**config.mk**
```make
export PLATFORM = sky130hd
export DESIGN_NAME = prog_tap_timer
export DESIGN_NICKNAME = d
export VERILOG_FILES = /design/src/rtl/timer_pkg.sv /design/src/rtl/timer_reset_ctl.sv /design/src/rtl/timer_counter.sv /design/src/rtl/timer_tap_mux.sv /design/src/rtl/timer_out_stage.sv /design/src/rtl/prog_tap_timer.sv
export SDC_FILE = /design/constraint.sdc
export NUM_CORES = 1
export LEC_CHECK = 0
export BUFFER_PORTS_ARGS = -buffer_cell sky130_fd_sc_hd__buf_2
export CELL_PAD_IN_SITES_DETAIL_PLACEMENT = 0
export CELL_PAD_IN_SITES_GLOBAL_PLACEMENT = 1
export CORE_ASPECT_RATIO = 0.7
export CORE_UTILIZATION = 39
export CTS_BUF_LIST = sky130_fd_sc_hd__clkbuf_16
export CTS_CLUSTER_SIZE = 12
export DETAILED_ROUTE_END_ITERATION = 16
export GPL_ROUTABILITY_DRIVEN = 0
export PLACE_DENSITY = 0.84
export REMOVE_ABC_BUFFERS = 1
export SYNTH_ARGS = -nofsm -noshare
export SYNTH_HDL_FRONTEND = slang
export SYNTH_SLANG_ARGS = --single-unit
export TNS_END_PERCENT = 5
```
**constraint.sdc**
```tcl
create_clock -name clk -period 1.5 [get_ports clk]
set_input_delay 0.375 -clock clk [delete_from_list [all_inputs] [get_ports clk]]
set_output_delay 0.375 -clock clk [all_outputs]
set_load 0.01 [all_outputs]
```
**src/rtl/timer_pkg.sv**
```systemverilog
package timer_pkg;
   typedef logic [1:0] tsel_t;

   // stage number for a select code; the order is the decode the block relies on
   function automatic int unsigned stage_of(input tsel_t s,
                                            input int unsigned t0, input int unsigned t1,
                                            input int unsigned t2, input int unsigned t3);
      case (s)
         2'b00:   return t0;
         2'b01:   return t1;
         2'b10:   return t2;
         default: return t3;
      endcase
   endfunction
endpackage

```
**src/rtl/timer_reset_ctl.sv**
```systemverilog
module timer_reset_ctl (
   input  logic clk,
   input  logic por_n,
   input  logic auto_rst_n,
   input  logic mst_rst,
   output logic rst_any,
   output logic armed,
   output logic clk_en
);
   logic por_q;
   logic por_pulse;

   always_ff @(posedge clk) por_q <= por_n;

   assign por_pulse = por_n & ~por_q & ~auto_rst_n;
   assign rst_any   = ~por_n | mst_rst | por_pulse;
   assign clk_en    = ~rst_any;

   always_ff @(posedge clk) begin
      if (!por_n)                    armed <= 1'b0;
      else if (mst_rst || por_pulse) armed <= 1'b1;
   end

   // master reset always gates the clock source
   a_r8_gate_in_reset: assert property (@(posedge clk) mst_rst |-> !clk_en);
   // power absent also gates it
   a_r8_gate_no_power: assert property (@(posedge clk) !por_n |-> !clk_en);
endmodule

```
**src/rtl/timer_counter.sv**
```systemverilog
module timer_counter #(
   parameter int unsigned W = 16
) (
   input  logic         clk,
   input  logic         clr,
   input  logic         en,
   output logic [W-1:0] cnt
);
   initial begin
      if (W < 2) $error("timer_counter: W must be at least 2");
   end

   always_ff @(posedge clk) begin
      if (clr)     cnt <= '0;
      else if (en) cnt <= cnt + 1'b1;
   end

   // one step per enabled edge
   a_r1_step: assert property (@(posedge clk) disable iff (clr)
      en |=> (cnt == $past(cnt) + 1'b1));
   // idle counter does not move
   a_r7_idle_holds: assert property (@(posedge clk) disable iff (clr)
      !en |=> (cnt == $past(cnt)));
endmodule

```
**src/rtl/timer_tap_mux.sv**
```systemverilog
module timer_tap_mux
   import timer_pkg::*;
#(
   parameter int unsigned W       = 16,
   parameter int unsigned TAP_S00 = 13,
   parameter int unsigned TAP_S01 = 10,
   parameter int unsigned TAP_S10 = 8,
   parameter int unsigned TAP_S11 = 16,
   parameter bit          REG_SEL = 1'b1
) (
   input  logic         clk,
   input  tsel_t        tsel,
   input  logic [W-1:0] cnt,
   output logic         stage_bit
);
   localparam int unsigned NSEL = 4;
   localparam int unsigned TAPS [NSEL] = '{TAP_S00, TAP_S01, TAP_S10, TAP_S11};

   logic [NSEL-1:0] cand;
   tsel_t           sel_use;

   for (genvar g = 0; g < NSEL; g++) begin : g_tap
      initial begin
         if (TAPS[g] < 1 || TAPS[g] > W)
            $error("timer_tap_mux: tap %0d out of range 1..%0d", TAPS[g], W);
      end
      assign cand[g] = cnt[TAPS[g]-1];
   end

   if (REG_SEL) begin : g_reg_sel
      tsel_t sel_q;
      always_ff @(posedge clk) sel_q <= tsel;
      assign sel_use = sel_q;
   end else begin : g_comb_sel
      assign sel_use = tsel;
   end

   assign stage_bit = cand[sel_use];
endmodule

```
**src/rtl/timer_out_stage.sv**
```systemverilog
module timer_out_stage (
   input  logic clk,
   input  logic rst_any,
   input  logic recycle,
   input  logic inv_sel,
   input  logic stage_bit,
   output logic tmr_out
);
   logic latch;
   logic rst_q;

   always_ff @(posedge clk) begin
      if (rst_any || recycle) latch <= 1'b0;
      else if (stage_bit)     latch <= 1'b1;
   end

   always_ff @(posedge clk) rst_q <= rst_any;

   assign tmr_out = (recycle ? stage_bit : (latch | stage_bit)) ^ inv_sel;

   // a set latch holds while single-transition mode stays selected
   a_r4_latch_holds: assert property (@(posedge clk) disable iff (rst_any)
      (latch && !recycle) |=> latch);
   // reset level right after a reset edge follows the polarity input
   a_r5_reset_level: assert property (@(posedge clk)
      rst_q |-> (tmr_out == inv_sel));
endmodule

```
**src/rtl/prog_tap_timer.sv**
```systemverilog
module prog_tap_timer
   import timer_pkg::*;
#(
   parameter int unsigned CNT_W   = 16,
   parameter int unsigned TAP_S00 = 13,
   parameter int unsigned TAP_S01 = 10,
   parameter int unsigned TAP_S10 = 8,
   parameter int unsigned TAP_S11 = 16,
   parameter bit          REG_SEL = 1'b1
) (
   input  logic       clk,
   input  logic       por_n,
   input  logic       auto_rst_n,
   input  logic       mst_rst,
   input  logic [1:0] tsel,
   input  logic       recycle,
   input  logic       inv_sel,
   output logic       tmr_out,
   output logic       clk_en
);
   logic             rst_any;
   logic             armed;
   logic [CNT_W-1:0] cnt;
   logic             stage_bit;

   timer_reset_ctl u_rst (
      .clk        (clk),
      .por_n      (por_n),
      .auto_rst_n (auto_rst_n),
      .mst_rst    (mst_rst),
      .rst_any    (rst_any),
      .armed      (armed),
      .clk_en     (clk_en)
   );

   timer_counter #(.W(CNT_W)) u_cnt (
      .clk (clk),
      .clr (rst_any),
      .en  (armed),
      .cnt (cnt)
   );

   timer_tap_mux #(
      .W       (CNT_W),
      .TAP_S00 (TAP_S00),
      .TAP_S01 (TAP_S01),
      .TAP_S10 (TAP_S10),
      .TAP_S11 (TAP_S11),
      .REG_SEL (REG_SEL)
   ) u_mux (
      .clk       (clk),
      .tsel      (tsel_t'(tsel)),
      .cnt       (cnt),
      .stage_bit (stage_bit)
   );

   timer_out_stage u_out (
      .clk       (clk),
      .rst_any   (rst_any),
      .recycle   (recycle),
      .inv_sel   (inv_sel),
      .stage_bit (stage_bit),
      .tmr_out   (tmr_out)
   );

   // power absent keeps the count cleared on the next edge
   a_r10_power_clear: assert property (@(posedge clk) !por_n |=> (cnt == '0));
endmodule

```
* Word level (Yosys, flattened, before mapping)
Index checks and enable logic that the tools add are counted.
** Word-level totals
- Logic and storage cells :: 22
- Input bits :: 8
- Output and inout bits :: 2
- Register bits after elaboration :: 21
** Cells by class
- Magnitude comparators :: 1
- Add/subtract/negate cells :: 1
- Bitwise operators :: 10
- Reductions and logical operators :: 2
- Multiplexer cells :: 3
** Operators with widths (count)
- adder 16 x 1 -> 16 bit, second input constant :: 1
- inverter 1 bit :: 4
- less-than comparator 2 x 3 -> 1 bit, second input constant :: 1
- bitwise OR 1 bit :: 3
- AND 1 bit :: 2
- binary-select mux 1 bit (select 2 bit) :: 1
- logical OR 1 bit :: 2
- two-way mux 1 bit :: 2
- XOR 1 bit :: 1

* Depth between registers and ports, before layout
- Depth in word-level cells :: 5
- Gate-level depth with buffers :: 5
- Mapped depth without buffers :: 4

* Cells and area by module
A second synthesis with hierarchy kept.
** Unflattened totals
- Cell total of the unflattened synthesis :: 98
- Area total of the unflattened synthesis :: 939.7 µm²
** By module, submodules not included
- timer_counter :: seq. area each 320.3 µm², area each 757.0 µm², times used 1, cells each 83
- timer_reset_ctl :: seq. area each 40.0 µm², area each 70.1 µm², times used 1, cells each 6
- timer_tap_mux :: seq. area each 40.0 µm², area each 62.6 µm², times used 1, cells each 3
- timer_out_stage :: seq. area each 20.0 µm², area each 50.0 µm², times used 1, cells each 6

* Worst setup path before layout
Ideal clock, no wire load.
- Path kind :: flip-flop to output port
- Start point :: register u_cnt.cnt[9]
- End point :: output tmr_out
- Cell stages (with the launch flop) :: 4
- Path slack :: -0.015 ns
- Arrival time :: 1.140 ns
- Path buffers :: 0
- Required time :: 1.125 ns
- Path through :: dfxtp_1 > mux4_2 > a21oi_1 > xnor2_1
** On the way
- Cells in the longest elaborated chain, start to end :: 5
** Ends and longest elaborated chain
- start, declared :: line timer_counter.sv:7 : output logic [W-1:0] cnt
- start signal, assigned :: line timer_counter.sv:15 : else if (en) cnt <= cnt + 1'b1;
- binary-select mux 1 bit (select 2 bit) * :: line timer_tap_mux.sv:38 : assign stage_bit = cand[sel_use];
- two-way mux 1 bit (implied by the code) * :: line timer_tap_mux.sv:38
- bitwise OR 1 bit :: line timer_out_stage.sv:19 : assign tmr_out = (recycle ? stage_bit : (latch | stage_bit)) ^ inv_sel;
- two-way mux 1 bit * :: line timer_out_stage.sv:19
- XOR 1 bit * :: line timer_out_stage.sv:19
- end, declared :: line prog_tap_timer.sv:18 : output logic tmr_out,
Mark *: on every way between the ends. The rest lies on a longest branch, timed or not. The select of a mux whose other input is x is not followed.

* Final worst setup path
- Start point :: register u_mux.g_reg_sel.sel_q[1]
- End point :: output tmr_out
** On the way
- Cells in the longest elaborated chain, start to end :: 5
** Ends and longest elaborated chain
- start, declared :: line timer_tap_mux.sv:31 : tsel_t sel_q;
- start signal, assigned :: line timer_tap_mux.sv:32 : always_ff @(posedge clk) sel_q <= tsel;
- binary-select mux 1 bit (select 2 bit) * :: line timer_tap_mux.sv:38
- two-way mux 1 bit (implied by the code) * :: line timer_tap_mux.sv:38
- bitwise OR 1 bit :: line timer_out_stage.sv:19
- two-way mux 1 bit * :: line timer_out_stage.sv:19
- XOR 1 bit * :: line timer_out_stage.sv:19
Marks and branches as above.

==> impl_results.md <==
- Row count: 14
- Slew Limit Fails: 0
- Die Span Y: 43.7 um
- Mapped cell area: 971 um2
- Worst setup EP type: primary output
- Commonest non-fill, non-tap cells in the layout: dfxtp_1, buf_4, nand3_1, buf_2, nand4_1
- Worst slew pin tran: 0.373 ns
- Layout Skew: 0.00153 ns
- Worst Path Required: 1.12 ns
- DR iter-0 viols: 69
- Gr ovfl total: 0
- Core area: 0.00224 mm2
- GRT Max-Usage Layer: met1
- Crit path from: u_mux.g_reg_sel.sel_q[1]$_DFF_P_
- Highest net fanout along the worst path: 2
- Clock transition at path regs: 0.06 ns
- Total CTS buffers: 3
- Clk Latency, worst-skew pair: 0.25 ns
- DRT antenna net count: 0
- Largest net degree at the start of global routing: 18
- DIE AREA: 0.00270 mm2
- TritonCTS clock tree: yes
- Internal: 950 uW
- Switching Fraction: 0.201
- Path depth of the worst reg2reg path: 5
- GRT met2 Usage: 0.271
- Vias in the first global route: 787
- Root Driver: clkbuf_16
- Initial antenna violation count: 0
- Leak pwr: 0.000430 uW
- Crit path kind: register to primary output
- Sequential area share after synthesis: 0.433
- Post-layout util: 0.542
- Reg-to-reg critical path endpoint: u_cnt.cnt[13]$_SDFFE_PP0P_
- Routed WL: 2160 um
- Crit path to: tmr_out
- DRT Pass-1 Iters: 4
- Max-Cap Viols: 0
- Residual DRC: 0
- Area Overhead vs Synth: 25.1%
- Status: finished, violations left
- Met1 Usage GRT: 0.284
- Fin nets: 135
- Pwr Density: 978 mW/mm2
- GRT met3 Usage: 0.0627
- CTS Sinks: 21
- # diodes: 0
- Final-report hold violation count: 0
- Final setup viols: 1
- Power Total: 1190 uW
- Initial core utilization: 0.433
- Worst Setup Start Kind: register
- Drt via density: 5.44
- Die W: 61.6 um
- RSZ-0062 raised after global routing: true
- Peak Freq: 532 MHz
- Clock Path Buffers: 2
- Synth cell types: 25
- Reg power frac: 0.480
- WL/cell: 13.8 um
- Gate count of the mapped netlist: 104
- Comb pwr share: 0.052
- Arr. time, crit path: 1.50 ns
- Global-route wire length before repair: 3700 um
- Number of synthesis warnings: 0
- HPWL after DPL: 1570 um
- Failing checks: negative setup slack
- Reported net switching power: 239 uW
- Worst VDD drop: 659 uV
- Share of cells above drive strength 1: 0.288
- Commonest non-fill, non-tap cell in the layout: dfxtp_1
- Mapped Avg Cell Area: 9.34 um2
- Fillers: 218
- Post-route worst setup slack: -0.379 ns
- Number of synthesized register bits: 21
- Clock network power share: 0.468
- GRT Total Usage: 0.195
- Slew HR: 0.749
- Hold Crit Class: input pin to register
- Via count: 854
- Slack of the worst reg-to-reg path: 0.06 ns
- Period utilisation layout: 1.25
- PortBufs: 9
- H-tree depth: 1
- R2r startpoint: u_cnt.cnt[0]$_SDFFE_PP0P_
- I/O pin count: 10
- Min Clock Period, post-route: 1.88 ns
through the flow:
stage	cells	setup slack, ns	hold slack [ns]	cell area (um2)	setup TNS [ns]
floorplan	99	-0.0153	0.403	941	-0.0153
CTS	156	-0.386	0.217	1200	-0.386
detailed placement	152	-0.156	0.481	1120	-0.156
finish	157	-0.379	0.219	1210	-0.379
global placement	152	-0.115	0.477	1120	-0.115
global route	157	-0.456	0.220	1210	-0.460
cell type report:
type                            count  area, um2  area share
Multi-Input combinational cell     74        514       0.423
Sequential cell                    21        424       0.349
Timing Repair Buffer               22        143       0.117
Clock buffer                        3       75.1      0.0618
Tap cell                           32       40.0      0.0330
Inverter                            4       15.0      0.0124
Clock inverter                      1       3.75     0.00309
cell usage after synthesis:
cell type	n	share of area
dfxtp_1	21	0.43
nand3_1	9	0.046
a21oi_1	7	0.036
nand4_1	7	0.045
mux2i_1	6	0.062
nand2_1	6	0.023
nor2_1	6	0.023
nand3b_1	5	0.039
nor4_1	5	0.032
inv_1	4	0.015
o31ai_1	4	0.031
or4_1	4	0.031
clkbuf_1	3	0.012
xor2_1	3	0.027
o21ai_0	2	0.010
or3_2	2	0.015
xnor2_1	2	0.018
a21boi_0	1	0.0077
buf_4	1	0.0077
buf_6	1	0.012
ha_1	1	0.013
mux4_2	1	0.023
nand4_4	1	0.022
nor3_1	1	0.0051
o21ba_2	1	0.010
flip-flops by register name, summed over array words and instances (netlist names):
signal	count
u_rst.por_q	1
u_cnt.cnt	16
u_out.latch	1
u_mux.g_reg_sel.sel_q	2
u_rst.armed	1
per-layer routing:
metal	share of wire	routed length, um
met1	0.50	1070
met2	0.43	933
met3	0.058	125
met4	0.013	29
met5	0	0
power groups by stage:
stage / combinational (uW) / sequential [uW] / clock, uW
finish: 61.9 / 571 / 556
global route: 69.5 / 571 / 589
CTS: 61.2 / 571 / 569
detailed placement: 60.6 / 583 / 0
global placement: 58.7 / 582 / 0
floorplan: 25.1 / 585 / 0
cells by family (layout without fill, tap and decap cells):
family          Yosys count  in the layout  share of synthesized area
flops                    21             21                      0.433
mux                       7              7                     0.0851
buf+inv                   9             30                     0.0464
fa+ha+maj                 1              1                     0.0129
compound gates           15             15                     0.0954
xor+xnor                  5              5                     0.0451
simple gates             46             46                      0.282
critical path, stage by stage, from the launching register on:
cell and delay [ns]:
dfxtp_2 0.33, mux4_2 0.53, a21oi_2 0.14, xnor2_1 0.12, buf_2 0.14
how the worst min path moves through the flow:
| stage | start | to | slack, ns | cells past startpoint |
|---|---|---|---|---|
| 2_1_floorplan | tsel[0] | u_mux.g_reg_sel.sel_q[0]$_DFF_P_ | 0.40 | 0 |
| 4_1_cts | tsel[1] | u_mux.g_reg_sel.sel_q[1]$_DFF_P_ | 0.22 | 1 |
| 3_5_place_dp | tsel[1] | u_mux.g_reg_sel.sel_q[1]$_DFF_P_ | 0.48 | 1 |
| 6_report | tsel[1] | u_mux.g_reg_sel.sel_q[1]$_DFF_P_ | 0.22 | 1 |
| 5_1_grt | tsel[1] | u_mux.g_reg_sel.sel_q[1]$_DFF_P_ | 0.22 | 1 |
| 3_3_place_gp | u_cnt.cnt[14]$_SDFFE_PP0P_ | u_cnt.cnt[14]$_SDFFE_PP0P_ | 0.48 | 2 |
repair_timing:
action                     in CTS  in global routing
gates resized for setup         2                  4
pin swaps                       1                  0
hold buffers                    0                  0
buffers inserted                0                  1
setup endpoints to repair       1                 11
Power figures use the tool's default switching activity.
